File: src/rtl/irq_nest_pkg.sv
package irq_nest_pkg;
   localparam int CORE_SRCS = 2;
   localparam int VEC_EMU   = 0;
   localparam int VEC_PWRDN = 1;
   localparam int CTRL_W    = 16;
   localparam int BIT_NEST  = 4;
   localparam int BIT_GIE   = 5;
endpackage

File: src/rtl/irq_pend_reg.sv
module irq_pend_reg #(
   parameter int NSRC = 17
) (
   input  logic            clk,
   input  logic            rst_n,
   input  logic [NSRC-1:0] hw_req,
   input  logic [NSRC-1:0] sw_set,
   input  logic [NSRC-1:0] sw_clr,
   input  logic [NSRC-1:0] ack_clr,
   output logic [NSRC-1:0] pend
);
   // new requests take precedence over clears in the same cycle
   always_ff @(posedge clk) begin
      if (!rst_n) pend <= '0;
      else        pend <= (pend & ~(sw_clr | ack_clr)) | hw_req | sw_set;
   end
endmodule

File: src/rtl/irq_elig.sv
module irq_elig
   import irq_nest_pkg::*;
#(
   parameter int NPERIPH = 15,
   localparam int NSRC   = NPERIPH + CORE_SRCS
) (
   input  logic [NSRC-1:0]    pend,
   input  logic [NPERIPH-1:0] mask,
   input  logic               gie,
   output logic [NSRC-1:0]    elig
);
   assign elig[VEC_EMU]   = pend[VEC_EMU];
   assign elig[VEC_PWRDN] = pend[VEC_PWRDN] & gie;
   for (genvar k = 0; k < NPERIPH; k++) begin : g_periph
      assign elig[k + CORE_SRCS] = pend[k + CORE_SRCS] & mask[k] & gie;
   end
endmodule

File: src/rtl/irq_prio_pick.sv
module irq_prio_pick #(
   parameter int N    = 17,
   parameter int IMPL = 0,
   localparam int VW  = $clog2(N)
) (
   input  logic [N-1:0]  req,
   output logic          found,
   output logic [VW-1:0] idx
);
   assign found = |req;
   if (IMPL == 0) begin : g_scan
      always_comb begin
         idx = '0;
         for (int i = N - 1; i >= 0; i--)
            if (req[i]) idx = VW'(i);
      end
   end else begin : g_isolate
      logic [N-1:0] lowest;
      assign lowest = req & (~req + N'(1));
      always_comb begin
         idx = '0;
         for (int i = 0; i < N; i++)
            if (lowest[i]) idx = idx | VW'(i);
      end
   end
endmodule

File: src/rtl/irq_svc_stack.sv
module irq_svc_stack #(
   parameter int DEPTH = 17,
   parameter int VW    = 5,
   localparam int DW   = $clog2(DEPTH + 1),
   localparam int AW   = (DEPTH > 1) ? $clog2(DEPTH) : 1
) (
   input  logic          clk,
   input  logic          rst_n,
   input  logic          push,
   input  logic [VW-1:0] push_vec,
   input  logic          pop,
   output logic          active,
   output logic          full,
   output logic [VW-1:0] top
);
   logic [VW-1:0] stk [DEPTH];
   logic [DW-1:0] depth;
   logic [DW-1:0] wr_ptr;
   logic          pop_ok;
   logic          push_ok;

   assign active  = (depth != '0);
   assign full    = (depth == DW'(DEPTH));
   assign pop_ok  = pop & active;
   assign push_ok = push & (!full | pop_ok);
   assign wr_ptr  = depth - DW'(pop_ok);
   assign top     = active ? stk[AW'(depth - DW'(1))] : '0;

   always_ff @(posedge clk) begin
      if (!rst_n) begin
         depth <= '0;
      end else begin
         depth <= depth + DW'(push_ok) - DW'(pop_ok);
         if (push_ok) stk[AW'(wr_ptr)] <= push_vec;
      end
   end
endmodule

File: src/rtl/irq_nest_ctrl.sv
module irq_nest_ctrl
   import irq_nest_pkg::*;
#(
   parameter int NPERIPH     = 15,
   parameter int STACK_DEPTH = NPERIPH + 2,
   parameter int PICK_IMPL   = 0,
   localparam int NSRC       = NPERIPH + 2,
   localparam int VW         = $clog2(NPERIPH + 2)
) (
   input  logic               clk,
   input  logic               rst_n,
   input  logic [NPERIPH-1:0] periph_req,
   input  logic               emu_req,
   input  logic               pwrdn_req,
   input  logic               ctrl_we,
   input  logic [15:0]        ctrl_wdata,
   input  logic               mask_we,
   input  logic [NPERIPH-1:0] mask_wdata,
   input  logic [NSRC-1:0]    pend_set,
   input  logic [NSRC-1:0]    pend_clr,
   output logic               irq_valid,
   output logic [VW-1:0]      irq_vec,
   input  logic               irq_ack,
   input  logic               rti,
   output logic [NSRC-1:0]    pending,
   output logic               svc_active,
   output logic [VW-1:0]      svc_vec
);
   if (NPERIPH < 1)     begin : g_bad_np  $error("NPERIPH must be at least 1");  end
   if (STACK_DEPTH < 1) begin : g_bad_sd  $error("STACK_DEPTH must be at least 1"); end
   if (PICK_IMPL != 0 && PICK_IMPL != 1) begin : g_bad_pi $error("PICK_IMPL must be 0 or 1"); end

   logic               gie_q;
   logic               nest_q;
   logic [NPERIPH-1:0] mask_q;
   logic [NSRC-1:0]    hw_req;
   logic [NSRC-1:0]    ack_clr;
   logic [NSRC-1:0]    elig;
   logic               cand_found;
   logic [VW-1:0]      cand_vec;
   logic               stk_full;
   logic               may_take;
   logic               ack_fire;

   always_ff @(posedge clk) begin
      if (!rst_n) begin
         gie_q  <= 1'b0;
         nest_q <= 1'b0;
         mask_q <= '0;
      end else begin
         if (ctrl_we) begin
            gie_q  <= ctrl_wdata[BIT_GIE];
            nest_q <= ctrl_wdata[BIT_NEST];
         end
         if (mask_we) mask_q <= mask_wdata;
      end
   end

   assign hw_req = {periph_req, pwrdn_req, emu_req};

   irq_pend_reg #(.NSRC(NSRC)) u_pend (
      .clk(clk), .rst_n(rst_n), .hw_req(hw_req), .sw_set(pend_set),
      .sw_clr(pend_clr), .ack_clr(ack_clr), .pend(pending)
   );

   irq_elig #(.NPERIPH(NPERIPH)) u_elig (
      .pend(pending), .mask(mask_q), .gie(gie_q), .elig(elig)
   );

   irq_prio_pick #(.N(NSRC), .IMPL(PICK_IMPL)) u_pick (
      .req(elig), .found(cand_found), .idx(cand_vec)
   );

   // sequential mode blocks everything while in service; nested needs strictly higher priority
   assign may_take  = !stk_full && (!svc_active || (nest_q && (cand_vec < svc_vec)));
   assign irq_valid = cand_found && may_take;
   assign irq_vec   = cand_vec;
   assign ack_fire  = irq_ack && irq_valid;
   assign ack_clr   = ack_fire ? (NSRC'(1) << cand_vec) : '0;

   irq_svc_stack #(.DEPTH(STACK_DEPTH), .VW(VW)) u_stack (
      .clk(clk), .rst_n(rst_n), .push(ack_fire), .push_vec(cand_vec),
      .pop(rti), .active(svc_active), .full(stk_full), .top(svc_vec)
   );
endmodule

File: config.mk
export PLATFORM = sky130hd
export DESIGN_NAME = irq_nest_ctrl
export DESIGN_NICKNAME = d
export VERILOG_FILES = /design/src/rtl/irq_nest_pkg.sv /design/src/rtl/irq_pend_reg.sv /design/src/rtl/irq_elig.sv /design/src/rtl/irq_prio_pick.sv /design/src/rtl/irq_svc_stack.sv /design/src/rtl/irq_nest_ctrl.sv
export SDC_FILE = /design/constraint.sdc
export NUM_CORES = 1
export LEC_CHECK = 0
export BUFFER_PORTS_ARGS = -buffer_cell sky130_fd_sc_hd__buf_2
export CAP_MARGIN = 20
export CORE_ASPECT_RATIO = 0.8
export CORE_MARGIN = 5
export CORE_UTILIZATION = 57
export CTS_BUF_LIST = sky130_fd_sc_hd__clkbuf_8
export DETAILED_ROUTE_END_ITERATION = 10
export GPL_TIMING_DRIVEN = 0
export PLACE_DENSITY_LB_ADDON = 0.1
export RECOVER_POWER = 100
export SLEW_MARGIN = 20
export SYNTH_ARGS = -nofsm -noshare
export SYNTH_HDL_FRONTEND = slang
export SYNTH_SLANG_ARGS = --single-unit
File: constraint.sdc
create_clock -name clk -period 7.04 [get_ports clk]
set_clock_uncertainty 0.15 [all_clocks]
set_input_delay 2.112 -clock clk [delete_from_list [all_inputs] [get_ports clk]]
set_output_delay 2.112 -clock clk [all_outputs]
set_load 0.05 [all_outputs]
==> Yosys cells after proc, flatten, opt, wreduce, memory -nomap -nowiden <==
Memory sizes are Yosys's and may differ from the RTL's.
Index checks and enable logic that the tools add are counted.
{ "classes": {"n_addsub": 4, "magnitude_cmp": 1, "eq_ne": 1, "n_shift": 1, "n_mux": 22, "bitwise": 39, "n_reduce_logical": 9} }
{ "ops": {"columns": ["op", "count"], "rows": [
  ["two-way mux 5 bit", 18],
  ["OR 17 bit", 3],
  ["bitwise AND 1 bit", 33],
  ["bitwise AND 17 bit", 1],
  ["two-way mux 17 bit", 1],
  ["NOT 17 bit", 1],
  ["OR reduction 17 bit", 1],
  ["<< shifter 1 x 5 -> 17 bit (first input constant)", 1],
  ["subtractor 5 x 1 -> 5 bit", 2],
  ["adder 5 x 1 -> 5 bit", 1],
  ["equality test 5 bit (second input constant)", 1],
  ["< comparator 5 bit", 1],
  ["nonzero test 5 bit", 1],
  ["subtractor 5 x 1 -> 5 bit (second input constant)", 1],
  ["logical AND 1 bit", 4],
  ["two-way mux 1 bit", 3],
  ["logical NOT 1 bit", 2],
  ["logical OR 1 bit", 1],
  ["OR 1 bit", 1]
]} }
{ "totals": {"regBits": 39, "mem_bits_rw": 85, "inputBits": 88, "out_inout_bits": 29, "wordCells": 83, "memories": 1} }
{ "memory_table": {"columns": ["name", "words", "width", "rd", "rd_ports_with_merged_regs", "write_ports", "line_no", "text"], "rows": [
  ["u_stack.stk", 17, 5, 1, 0, 1, "irq_svc_stack.sv:16", "logic [VW-1:0] stk [DEPTH];"]
]} }

==> Longest topological paths before layout <==
Gate-level depths: netlist of the first run.
{ "depth": {"word_depth": 31, "depth_mapped": 27, "depth_no_buf": 22} }

==> By module <==
Synthesis of the first run repeated with hierarchy kept, for this count alone.
{ "unflattened": {"cells_unflattened": 495, "hier_area_um2": 6177.2} }
{ "modules_own_cells": {"columns": ["module", "n_inst", "cells_per_inst", "area_each_um2", "seq_area_each_um2"], "rows": [
  ["irq_svc_stack", 1, 254, 4101.4, 2652.5],
  ["irq_nest_ctrl", 1, 118, 1053.5, 340.3],
  ["irq_pend_reg", 1, 71, 709.4, 340.3],
  ["irq_prio_pick", 1, 34, 185.2, 0.0],
  ["irq_elig", 1, 18, 127.6, 0.0]
]} }

==> Worst setup path before layout of the first run <==
No wires, ideal clock.
{ "synth_timing": {"path_kind": "register to output", "from": "reg u_pend.pend[11]", "to": "out irq_valid", "t_arrival_ns": 4.839, "required_ns": 4.778, "slack_ns": -0.061, "stages_incl_launch_ff": 14, "path_buffers": 0, "path_cell_list": "dfxtp_1 > a22oi_1 > nand2b_1 > and3b_1 > nor3b_1 > ha_1 > and2_1 > nor2_1 > nand3_1 > a21oi_1 > a21o_1 > o21ai_2 > nand2_1 > and3_1"} }
{ "synth_between": {"elab_chain_len": 19, "elab_cells_between_ends": 20, "classes_between": "order compare (1); mux (12); bitwise (2); reduce/logical (5)"} }
{ "synth_lines": {"columns": ["item", "line_no", "text"], "rows": [
  ["from (decl)", "irq_pend_reg.sv:10", "output logic [NSRC-1:0] pend"],
  ["from (signal assigned)", "irq_pend_reg.sv:15", "else pend <= (pend & ~(sw_clr | ack_clr)) | hw_req | sw_set;"],
  ["bitwise AND 1 bit (2 in series)", "irq_elig.sv:15", "assign elig[k + CORE_SRCS] = pend[k + CORE_SRCS] & mask[k] & gie;"],
  ["two-way mux 5 bit (12 in series)", "irq_prio_pick.sv:15", "if (req[i]) idx = VW'(i);"],
  ["net irq_vec[3]", "irq_nest_ctrl.sv:22", "output logic [VW-1:0] irq_vec,"],
  ["< comparator 5 bit", "irq_nest_ctrl.sv:75", "assign may_take = !stk_full && (!svc_active || (nest_q && (cand_vec < svc_vec)));"],
  ["logical AND 1 bit", "irq_nest_ctrl.sv:75", null],
  ["logical OR 1 bit", "irq_nest_ctrl.sv:75", null],
  ["logical AND 1 bit", "irq_nest_ctrl.sv:75", null],
  ["logical AND 1 bit", "irq_nest_ctrl.sv:76", "assign irq_valid = cand_found && may_take;"],
  ["to (decl)", "irq_nest_ctrl.sv:21", "output logic irq_valid,"]
]} }
The timed path passes the listed nets, and every way through them passes these cells.

==> Worst setup path in the final report of the first run <==
{ "layout_timing": {"from": "reg u_stack.depth[0]", "to": "out irq_valid"} }
{ "layout_between": {"elab_chain_len": 8, "elab_cells_between_ends": 12, "classes_between": "add/sub (1); order compare (1); eq/ne (1); mux (1); reduce/logical (7); memory (1)"} }
{ "layout_lines": {"columns": ["item", "line_no", "text"], "rows": [
  ["from (decl)", "irq_svc_stack.sv:17", "logic [DW-1:0] depth;"],
  ["from (signal assigned)", "irq_svc_stack.sv:33", "depth <= depth + DW'(push_ok) - DW'(pop_ok);"],
  ["subtractor 5 x 1 -> 5 bit", "irq_svc_stack.sv:27", "assign top = active ? stk[AW'(depth - DW'(1))] : '0;"],
  ["memory read (17 x 5 bit)", null, null],
  ["two-way mux 5 bit", "irq_svc_stack.sv:27", null],
  ["< comparator 5 bit", "irq_nest_ctrl.sv:75", null],
  ["logical AND 1 bit", "irq_nest_ctrl.sv:75", null],
  ["logical OR 1 bit", "irq_nest_ctrl.sv:75", null],
  ["logical AND 1 bit *", "irq_nest_ctrl.sv:75", null],
  ["logical AND 1 bit *", "irq_nest_ctrl.sv:76", null]
]} }
Mark *: on every way between the ends. The rest lies on a longest branch, timed or not.

==> results of run 1 <==
-- placed cells by master (no fill, tap or decap), drive strengths merged, types with 2 or more instances in the layout --
cell type | synthesis | routed
o21ai | 18 | 18
clkinvlp | 0 | 4
a22oi | 5 | 5
xnor2 | 7 | 7
and3 | 4 | 4
a21oi | 12 | 12
mux2i | 20 | 20
clkbuf | 9 | 47
a41oi | 2 | 2
nand3b | 2 | 2
o2111ai | 2 | 2
a31oi | 17 | 17
a22o | 6 | 6
nand4 | 4 | 4
nor2b | 23 | 23
xor2 | 2 | 2
nand2 | 37 | 37
o31ai | 4 | 4
a211oi | 4 | 4
and2 | 6 | 6
or3 | 2 | 2
edfxtp | 85 | 85
nor2 | 23 | 23
ha | 13 | 13
dfxtp | 39 | 39
clkinv | 0 | 5
nor3 | 21 | 21
o211ai | 2 | 2
mux2 | 4 | 4
inv | 33 | 36
a21o | 6 | 6
bufinv | 0 | 3
nand3 | 6 | 6
mux4 | 24 | 24
nor4 | 2 | 2
buf | 6 | 95
-- tightest hold or removal path, cell delays in order, from the launching register on --
cell	delay, ns
dfxtp_1	0.33
mux2i_1	0.07
nor2b_1	0.10
-- final timing paths --
path | start | endpoint | slack, ns | cells after the start
setup reg to reg | u_stack.depth[0] | u_stack.depth[4] | 1.21 | 27
hold reg to reg | mask_q[4] | mask_q[4] | 0.39 | 2
hold / removal | mask_q[4] | mask_q[4] | 0.39 | 2
setup / recovery | u_stack.depth[0] | irq_valid | 0.16 | 20
-- repair_timing --
action | CTS | global route
setup endpoints to repair | 2 | 1
gates resized for setup | 18 | 7
pin swaps | 0 | 2
buffers inserted | 2 | 6
hold buffers | 0 | 0
-- power breakdown --
part	leakage (nW)	total (mW)	internal (mW)	switching [mW]
sequential	1.14	0.844	0.810	0.0335
clock	0.191	0.619	0.342	0.277
combinational	1.47	1.30	0.527	0.768
total	2.80	2.76	1.68	1.08
-- cell families after synthesis --
| kind of cell | Yosys count | synth area share (%) |
|---|---|---|
| adder cells (fa/ha/maj) | 14 | 3.08 |
| XOR/XNOR | 9 | 1.96 |
| multiplexers | 48 | 13.9 |
| flip-flops | 124 | 56.3 |
| buffers and inverters | 48 | 3.46 |
| AO/OA/AOI/OAI | 85 | 10.0 |
| AND/OR/NAND/NOR | 134 | 11.3 |
-- registers in the layout, indices dropped and copies added, names as in the netlist --
register / flops
u_stack.depth: 5
u_pend.pend: 17
u_stack.stk: 85
nest_q: 1
gie_q: 1
mask_q: 15
-- per-layer routing --
layer	track usage (%)	vias up
met5	0	-
met4	8.00	0
met3	8.15	14
met2	34.0	202
met1	36.2	2023
li1	-	2011
-- cell type report --
cell class / instances / area share, %
sequential: 124 / 46.6
multi-input combinational: 290 / 34.2
timing repair buffer: 110 / 7.69
clock buffer: 17 / 3.27
tap: 140 / 2.45
clock inverter: 15 / 2.19
buffer: 15 / 1.85
inverter: 33 / 1.73
==> impl_metrics.json, run 1 <==
{
  "design_area_mm2": 0.00715,
  "grt_overflow": 0,
  "ys.flop_type": "edfxtp_1",
  "routed.top_layer": "met4",
  "area_growth_syn_to_layout_pct": 20.8,
  "final-max-slew-violation-count": 42,
  "diodes": 0,
  "viasPerCell": 5.71,
  "layout.nets": 693,
  "fin_crit_sh_pct": 97.7,
  "ir_worst_vdd_uv": 208,
  "violations": "capacitance limit, slew limit",
  "slew_headroom_pct": -11.1,
  "fillers": 752,
  "drv_cap": 2,
  "drive_gt1_share_pct": 26.2,
  "synth_edf_count": 85,
  "critPathBufInv": 6,
  "synth.top_cell.area_share_pct": 43.1,
  "grt_max_degree": 22,
  "multi_input_area_mm2": 0.00244,
  "ys_warn_count": 0,
  "layout.cells.non_filler": 744,
  "core_area_mm2": 0.0102,
  "portBuffers": 100,
  "cts_root_buffer": "clkbuf_8",
  "cp.arrival_ns": 4.61,
  "path_cells": "buf_12, buf_12, inv_1, ha_1, buf_6, clkbuf_16, mux4_2, mux4_2, mux2_2, a22oi_2, ha_4, and2_1, nor2_2, nand3_2, nor2_1, a21o_1, o21ai_4, nand2_2, and3_4, buf_6",
  "crit_family": "multiplexers",
  "gp_congestion": 0.852,
  "cp_slowest_cell": "mux4_2",
  "netlist_area_mm2": 0.00592,
  "ioPinCount": 117,
  "row_count": 33,
  "insertion_delay_ns": 0.43,
  "dp_hpwl_um": 10600,
  "die_h_um": 101,
  "route.detailed.drc": 0,
  "slowest_delay_ns": 0.50,
  "place_area_mm2": 0.00665,
  "required_ns": 4.78,
  "die_w_um": 124,
  "total_power_mw": 2.76,
  "setup_viol": 0,
  "wl_met1_um": 6690,
  "route.met2.wl_um": 6350,
  "status": "finished with violations",
  "finalCriticalPeriod_ns": 6.88,
  "synth.top_cells.by_count": "85 x edfxtp_1, 39 x dfxtp_1, 37 x nand2_1",
  "yosys-top-cells-area": "edfxtp_1 43%, dfxtp_1 13%, mux4_2 5.7%",
  "seqCellArea_mm2": 0.00334,
  "synth-seq-cells": 124,
  "finalSetupTns_ns": 0,
  "async_reset_ff_share_pct": 0,
  "fin_util_pct": 70.2,
  "numCtsBuffers": 17,
  "avgSynthCellArea_um2": 12.8,
  "power-per-cell-area_mw_per_mm2": 385,
  "wl_um": 14500,
  "critPathCaptureType": "output port",
  "max_freq_mhz": 145,
  "synth.most_common_cell": "edfxtp_1",
  "cp_max_fo": 10,
  "clock-sinks": 124,
  "start_util_pct": 58.1,
  "ant_nets": 0,
  "grtUsageTotal_pct": 24.4,
  "critical_path_class": "flop to output port",
  "leakage_nw": 2.80,
  "dpl_worst_slack_ns": -0.807,
  "antenna_found_initial": 0,
  "grt_pass1_wl_um": 22300,
  "dr_wl_met3_um": 1310,
  "tightest_slew_ns": 1.66,
  "setup_slack_ns": 0.163,
  "min_path_type": "flop to flop",
  "synth_top_cell_by_area": "edfxtp_1",
  "cts_max_path_buffers": 2,
  "syn_nets": 564,
  "initialDrtViolationCount": 456,
  "vias": 4250,
  "crit_path_start_kind": "flop",
  "dr.pass1.iters": 5,
  "hold_slack_ns": 0.389,
  "finalHoldViolations": 0,
  "dp_cells": 704,
  "ys_seq_area_share_pct": 56.3,
  "cts_tree": "yes",
  "grt_pass1_vias": 4234,
  "syn_inst": 462,
  "fp.dieArea_mm2": 0.0125,
  "htree_num_levels": 4,
  "post_synth_num_cell_types": 53,
  "path_clk_slew_ns": 0.07,
  "routedWlPerCell_um": 19.5
}
Note: power is estimated with default switching activity, not from simulation.
==> run 2, diff against run 1 <==
--- a/config.mk
+++ b/config.mk
@@ -9,7 +9,7 @@
 export CAP_MARGIN = 20
 export CORE_ASPECT_RATIO = 0.8
 export CORE_MARGIN = 5
-export CORE_UTILIZATION = 57
+export CORE_UTILIZATION = 28
 export CTS_BUF_LIST = sky130_fd_sc_hd__clkbuf_8
 export DETAILED_ROUTE_END_ITERATION = 10
 export GPL_TIMING_DRIVEN = 0
==> impl_metrics.json, run 2 (synthesis gave the netlist of run 1 again) <==
{
  "min_path_type": "flop to flop",
  "cts_max_path_buffers": 2,
  "layout.cells.non_filler": 874,
  "die_w_um": 173,
  "initialDrtViolationCount": 332,
  "crit_path_start_kind": "flop",
  "gp_congestion": 0.783,
  "ir_worst_vdd_uv": 377,
  "cts_root_buffer": "clkbuf_8",
  "clock-sinks": 124,
  "required_ns": 4.78,
  "cp_max_fo": 10,
  "ctsHoldBuffers": 0,
  "critical_path_class": "flop to output port",
  "dp_cells": 835,
  "setup_viol": 0,
  "htree_num_levels": 4,
  "route.detailed.drc": 0,
  "insertion_delay_ns": 0.45,
  "path_clk_slew_ns": 0.08,
  "final-max-slew-violation-count": 23,
  "final_cell_mix": "85 x edfxtp_1, 72 x buf_2, 41 x clkbuf_1",
  "grt_pass1_vias": 4314,
  "dr.pass1.iters": 6,
  "diodes": 0,
  "dp_hpwl_um": 13000,
  "finalCriticalPeriod_ns": 6.75,
  "finalSetupTns_ns": 0,
  "largest_reg_flops": 85,
  "start_util_pct": 28.5,
  "grt_pass1_wl_um": 25900,
  "area_growth_syn_to_layout_pct": 22.9,
  "numCtsBuffers": 17,
  "layout.nets": 694,
  "fp.dieArea_mm2": 0.0242,
  "fin_crit_sh_pct": 95.9,
  "viasPerCell": 4.84,
  "antenna_found_initial": 0,
  "grtUsageTotal_pct": 14.1,
  "fillers": 2074,
  "power-per-cell-area_mw_per_mm2": 381,
  "slew_headroom_pct": -34.0,
  "grt_max_degree": 23,
  "top_regs": "u_stack.stk (85), u_pend.pend (17), mask_q (15)",
  "final_common_cell": "edfxtp_1",
  "finalHoldViolations": 0,
  "largest-register": "u_stack.stk",
  "core_area_mm2": 0.0208,
  "wl_um": 17100,
  "drive_gt1_share_pct": 24.5,
  "critPathCaptureType": "output port",
  "grt_overflow": 0,
  "leakage_nw": 2.75,
  "tightest_slew_ns": 2.01,
  "routedWlPerCell_um": 19.6,
  "cts_tree": "yes",
  "drv_cap": 1,
  "row_count": 47,
  "die_h_um": 140,
  "violations": "capacitance limit, slew limit",
  "rsz0062_at_grt": "false",
  "ioPinCount": 117,
  "portBuffers": 100,
  "max_freq_mhz": 148,
  "vias": 4234,
  "status": "finished with violations",
  "cp.arrival_ns": 4.49,
  "ant_nets": 0
}
## run 2: changes by cell type in the layout (fill, tap and decap cells not counted), sizes merged
cell      before  now
bufinv         3    1
clkbuf        47   59
buf           95   84
inv           36   41
clkinv         5    3
clkinvlp       4    3
## run 2: final cells by class
type / count / area (µm²) / area share, %
Sequential cell: 124 / 3340 / 45.8
Multi-Input combinational cell: 290 / 2430 / 33.4
Timing Repair Buffer: 111 / 544 / 7.47
Tap cell: 269 / 337 / 4.62
Clock buffer: 17 / 234 / 3.21
Clock inverter: 15 / 154 / 2.11
Inverter: 33 / 124 / 1.70
Buffer: 15 / 121 / 1.67
## run 2: worst max-delay path, cell delays in order, from the launching register on
cell and delay [ns]:
dfxtp_4 0.36, buf_12 0.15, buf_12 0.13, inv_2 0.08, ha_4 0.21, buf_8 0.12
clkbuf_16 0.17, mux4_2 0.34, mux4_2 0.52, mux2_2 0.29, a22oi_2 0.22, ha_4 0.25
and2_0 0.16, nor2_1 0.09, nand3_1 0.12, nor2_1 0.12, a21o_1 0.17, o21ai_4 0.08
nand2_4 0.11, and3_1 0.19, buf_6 0.16
## run 2: report_power, final
group          leakage [nW]  switching (mW)  total [mW]  internal (mW)
registers              1.14          0.0331       0.843          0.809
clock network         0.188           0.334       0.625          0.291
logic                  1.43           0.797        1.31          0.510
total                  2.75            1.16        2.77           1.61
## run 2: through the flow
step	hold slack, ns	power [mW]	area, µm²	worst slack (ns)	util, %
floorplan	0.332	1.74	5930	0.178	-
global placement	0.356	2.07	6770	-1.16	32.6
global route	0.396	2.93	7280	0.0333	35.1
detailed placement	0.353	2.07	6840	-1.13	33.0
finish	0.374	2.77	7280	0.287	35.1
CTS	0.375	2.81	7360	0.0330	35.5
## run 2: repair_timing
item                                    in CTS  in global routing
buffers inserted                             6                  1
pin swaps                                    2                  5
hold endpoints to repair                     0                  0
resized for setup                           21                  3
endpoints found under the setup margin      50                  1
## run 2: path summary, 6_finish.rpt
path | start | end | slack [ns] | cells after the start
setup / recovery | u_stack.depth[0] | irq_valid | 0.29 | 20
setup reg to reg | u_stack.depth[0] | u_stack.depth[4] | 0.41 | 28
hold / removal | mask_q[4] | mask_q[4] | 0.37 | 2
hold reg to reg | mask_q[4] | mask_q[4] | 0.37 | 2
## run 2: metal layers
metal / vias up / GRT usage [%] / wire length (µm)
met3: 12 / 4.45 / 1020
met4: 0 / 3.04 / 97
met1: 2092 / 20.8 / 8650
li1: 2014 / - / -
met5: - / 0 / 0
met2: 116 / 20.2 / 7350
==> run 3, diff against run 2 <==
--- a/config.mk
+++ b/config.mk
@@ -18,4 +18,5 @@
 export SLEW_MARGIN = 20
 export SYNTH_ARGS = -nofsm -noshare
 export SYNTH_HDL_FRONTEND = slang
+export SYNTH_HIERARCHICAL = 1
 export SYNTH_SLANG_ARGS = --single-unit
==> impl_metrics.json, run 3 <==
{
  "status": "completed",
  "viasPerCell": 4.84,
  "startpoint": "u_stack/depth[0]",
  "ff2ff_path_depth": 17,
  "largest-register": "u_stack/stk",
  "cts_tree": "yes",
  "slew_headroom_pct": 12.3,
  "syn_inst": 495,
  "place_area_mm2": 0.00710,
  "critical_path_class": "flop to output port",
  "antenna_found_initial": 0,
  "largest_reg_flops": 85,
  "setup_slack_ns": 0.422,
  "final-max-slew-violation-count": 0,
  "ioPinCount": 117,
  "dpl_worst_slack_ns": 0.571,
  "dp_hpwl_um": 13000,
  "vias": 4374,
  "routedWlPerCell_um": 19.2,
  "portBuffers": 101,
  "finalHoldViolations": 0,
  "required_ns": 4.78,
  "design_area_mm2": 0.00747,
  "grtUsageTotal_pct": 14.0,
  "max_freq_mhz": 151,
  "min_path_type": "flop to flop",
  "die_h_um": 143,
  "wl_um": 17300,
  "internal-power_mw": 1.66,
  "cts_root_buffer": "clkbuf_8",
  "rr_endpoint": "u_stack/stk[16][4]",
  "grt_pass1_wl_um": 26500,
  "rsz0062_at_grt": "false",
  "ant_nets": 0,
  "synth.most_common_cell": "edfxtp_1",
  "async_reset_ff_share_pct": 0,
  "power-per-cell-area_mw_per_mm2": 386,
  "avgSynthCellArea_um2": 12.5,
  "final_cell_mix": "85 x edfxtp_1, 79 x buf_2, 39 x dfxtp_1",
  "p_seq_share_pct": 29.1,
  "synth_top_cell_by_area": "edfxtp_1",
  "synth.top_cell.area_share_pct": 41.3,
  "yosys-top-cells-area": "edfxtp_1 41%, dfxtp_1 13%, mux4_2 6.2%",
  "ir_worst_vdd_uv": 151,
  "top_regs": "u_stack/stk (85), u_pend/pend (17), mask_q (15)",
  "cp_max_fo": 10,
  "tightest_slew_ns": 1.31,
  "synth-seq-cells": 124,
  "path_cells": "buf_6, inv_1, ha_1, clkbuf_2, mux4_2, mux2i_1, nor3_1, a211o_1, inv_1, ha_1, a21oi_1, a21oi_4, nor4b_2, clkbuf_2",
  "drive_gt1_share_pct": 28.3,
  "clock-sinks": 124,
  "insertion_delay_ns": 0.45,
  "diodes": 0,
  "gp_congestion": 0.766,
  "dr.pass1.iters": 5,
  "synth.top_cells.by_count": "85 x edfxtp_1, 39 x dfxtp_1, 35 x nand2_1",
  "grt_max_degree": 27,
  "cp_slowest_cell": "dfxtp_1",
  "numCtsBuffers": 17,
  "crit_path_end": "irq_valid",
  "ctsHoldBuffers": 0,
  "crit_family": "buffers and inverters",
  "ys_warn_count": 6,
  "critPathCaptureType": "output port",
  "pwr-share-clk_pct": 23.1,
  "fillers": 2184,
  "fp.dieArea_mm2": 0.0252,
  "setup_viol": 0,
  "core_area_mm2": 0.0216,
  "grt_overflow": 0,
  "total_switching_power_mw": 1.23,
  "area_growth_syn_to_layout_pct": 20.9,
  "route.detailed.drc": 0,
  "initialDrtViolationCount": 237,
  "final_common_cell": "edfxtp_1",
  "row_count": 48,
  "post_synth_num_cell_types": 62,
  "post-cts-setup-buffer-count": 0,
  "htree_num_levels": 4,
  "combPwrFrac_pct": 47.9,
  "drv_cap": 0,
  "r2r_setup_slack_ns": 0.82,
  "critPathBufInv": 5,
  "synth_edf_count": 85,
  "grt_pass1_vias": 4568,
  "path_clk_slew_ns": 0.08,
  "crit_path_start_kind": "flop",
  "finalCriticalPeriod_ns": 6.62,
  "regToRegStartpoint": "u_stack/depth[0]",
  "fin_crit_sh_pct": 94.0,
  "path_depth": 14,
  "ys.flop_type": "edfxtp_1",
  "cts_max_path_buffers": 2,
  "die_w_um": 176,
  "finalSetupTns_ns": 0,
  "swShare_pct": 42.5,
  "netlist_area_mm2": 0.00618,
  "ys_seq_area_share_pct": 54.0,
  "start_util_pct": 28.6,
  "syn_nets": 600,
  "slowest_delay_ns": 0.49,
  "leakage_nw": 2.80,
  "cp.arrival_ns": 4.36,
  "layout.nets": 721
}
[run 3: changes by cell type in the layout (fill, tap and decap cells not counted), sizes merged, moves of 10 or more]
| cell | change |
|---|---|
| nor4 | +15 |
| a31oi | -14 |
| o31ai | +14 |
| and3 | +11 |
| inv | -11 |
| nor2 | +10 |
[run 3: cell families (layout without fill, tap and decap cells)]
logic type               Yosys count  in the layout  share of synthesized area [%]
AO/OA/AOI/OAI                     77             77                           9.93
XOR/XNOR                           7              7                           1.30
adder cells (fa/ha/maj)           17             17                           3.56
buffers and inverters             41            175                           3.48
flip-flops                       124            124                           54.0
multiplexers                      47             47                           11.8
AND/OR/NAND/NOR                  182            182                           15.9
[run 3: power by group through the flow]
stage | sequential, mW | combinational [mW] | clock, mW
floorplan | 0.876 | 1.02 | 0
global placement | 0.856 | 1.39 | 0
detailed placement | 0.855 | 1.41 | 0
CTS | 0.839 | 1.42 | 0.686
global route | 0.843 | 1.51 | 0.717
finish | 0.838 | 1.38 | 0.666
[run 3: routing by layer]
layer / GRT usage, % / up-vias / share of wire (%)
li1: - / 2122 / -
met3: 3.57 / 8 / 6.0
met5: 0 / - / 0
met4: 3.81 / 0 / 0.93
met1: 20.3 / 2129 / 48
met2: 20.9 / 115 / 45
[run 3: worst register-to-register path, stage by stage (launching register included)]
cell and delay (ns):
dfxtp_1 0.49, buf_6 0.26, inv_1 0.11, ha_1 0.32
clkbuf_2 0.34, mux4_2 0.36, mux2i_1 0.27, nor3_1 0.08
a211o_1 0.33, inv_1 0.08, ha_1 0.24, a21oi_1 0.24
a21oi_4 0.16, clkbuf_1 0.26, nor3_1 0.46, o211a_1 0.24
nand3_1 0.26, a2111oi_1 1.21
[run 3: metrics by stage]
stage	util [%]	std cells	hold WS, ns	power [mW]
detailed placement	32.8	872	0.322	2.26
CTS	34.8	904	0.334	2.94
finish	34.5	904	0.332	2.88
floorplan	-	495	0.324	1.90
global placement	32.6	871	0.319	2.25
global route	34.5	904	0.351	3.07
[run 3: final cells by class]
class | instances | area [µm²] | area share, %
clock inverters | 15 | 183 | 2.45
flip-flops and latches | 124 | 3330 | 44.6
repair buffers | 102 | 483 | 6.47
inverters | 21 | 78.8 | 1.06
clock buffers | 17 | 234 | 3.13
well taps | 275 | 344 | 4.61
multi-input cells | 330 | 2680 | 35.9
plain buffers | 20 | 131 | 1.76
[run 3: worst min-delay path by stage]
stage                         start               to  slack [ns]  depth (start not counted)
floorplan                mask_q[12]       mask_q[12]        0.32                          2
global placement    u_pend/pend[12]  u_pend/pend[12]        0.32                          2
detailed placement  u_pend/pend[10]  u_pend/pend[10]        0.32                          2
CTS                 u_pend/pend[12]  u_pend/pend[12]        0.33                          2
global route         u_pend/pend[4]   u_pend/pend[4]        0.35                          2
finish              u_pend/pend[12]  u_pend/pend[12]        0.33                          2
[run 3: timing repair]
action                                  4_1_cts  5_1_grt
gates resized for setup                       0        5
endpoints found under the hold margin         0        0
endpoints found under the setup margin        0        1
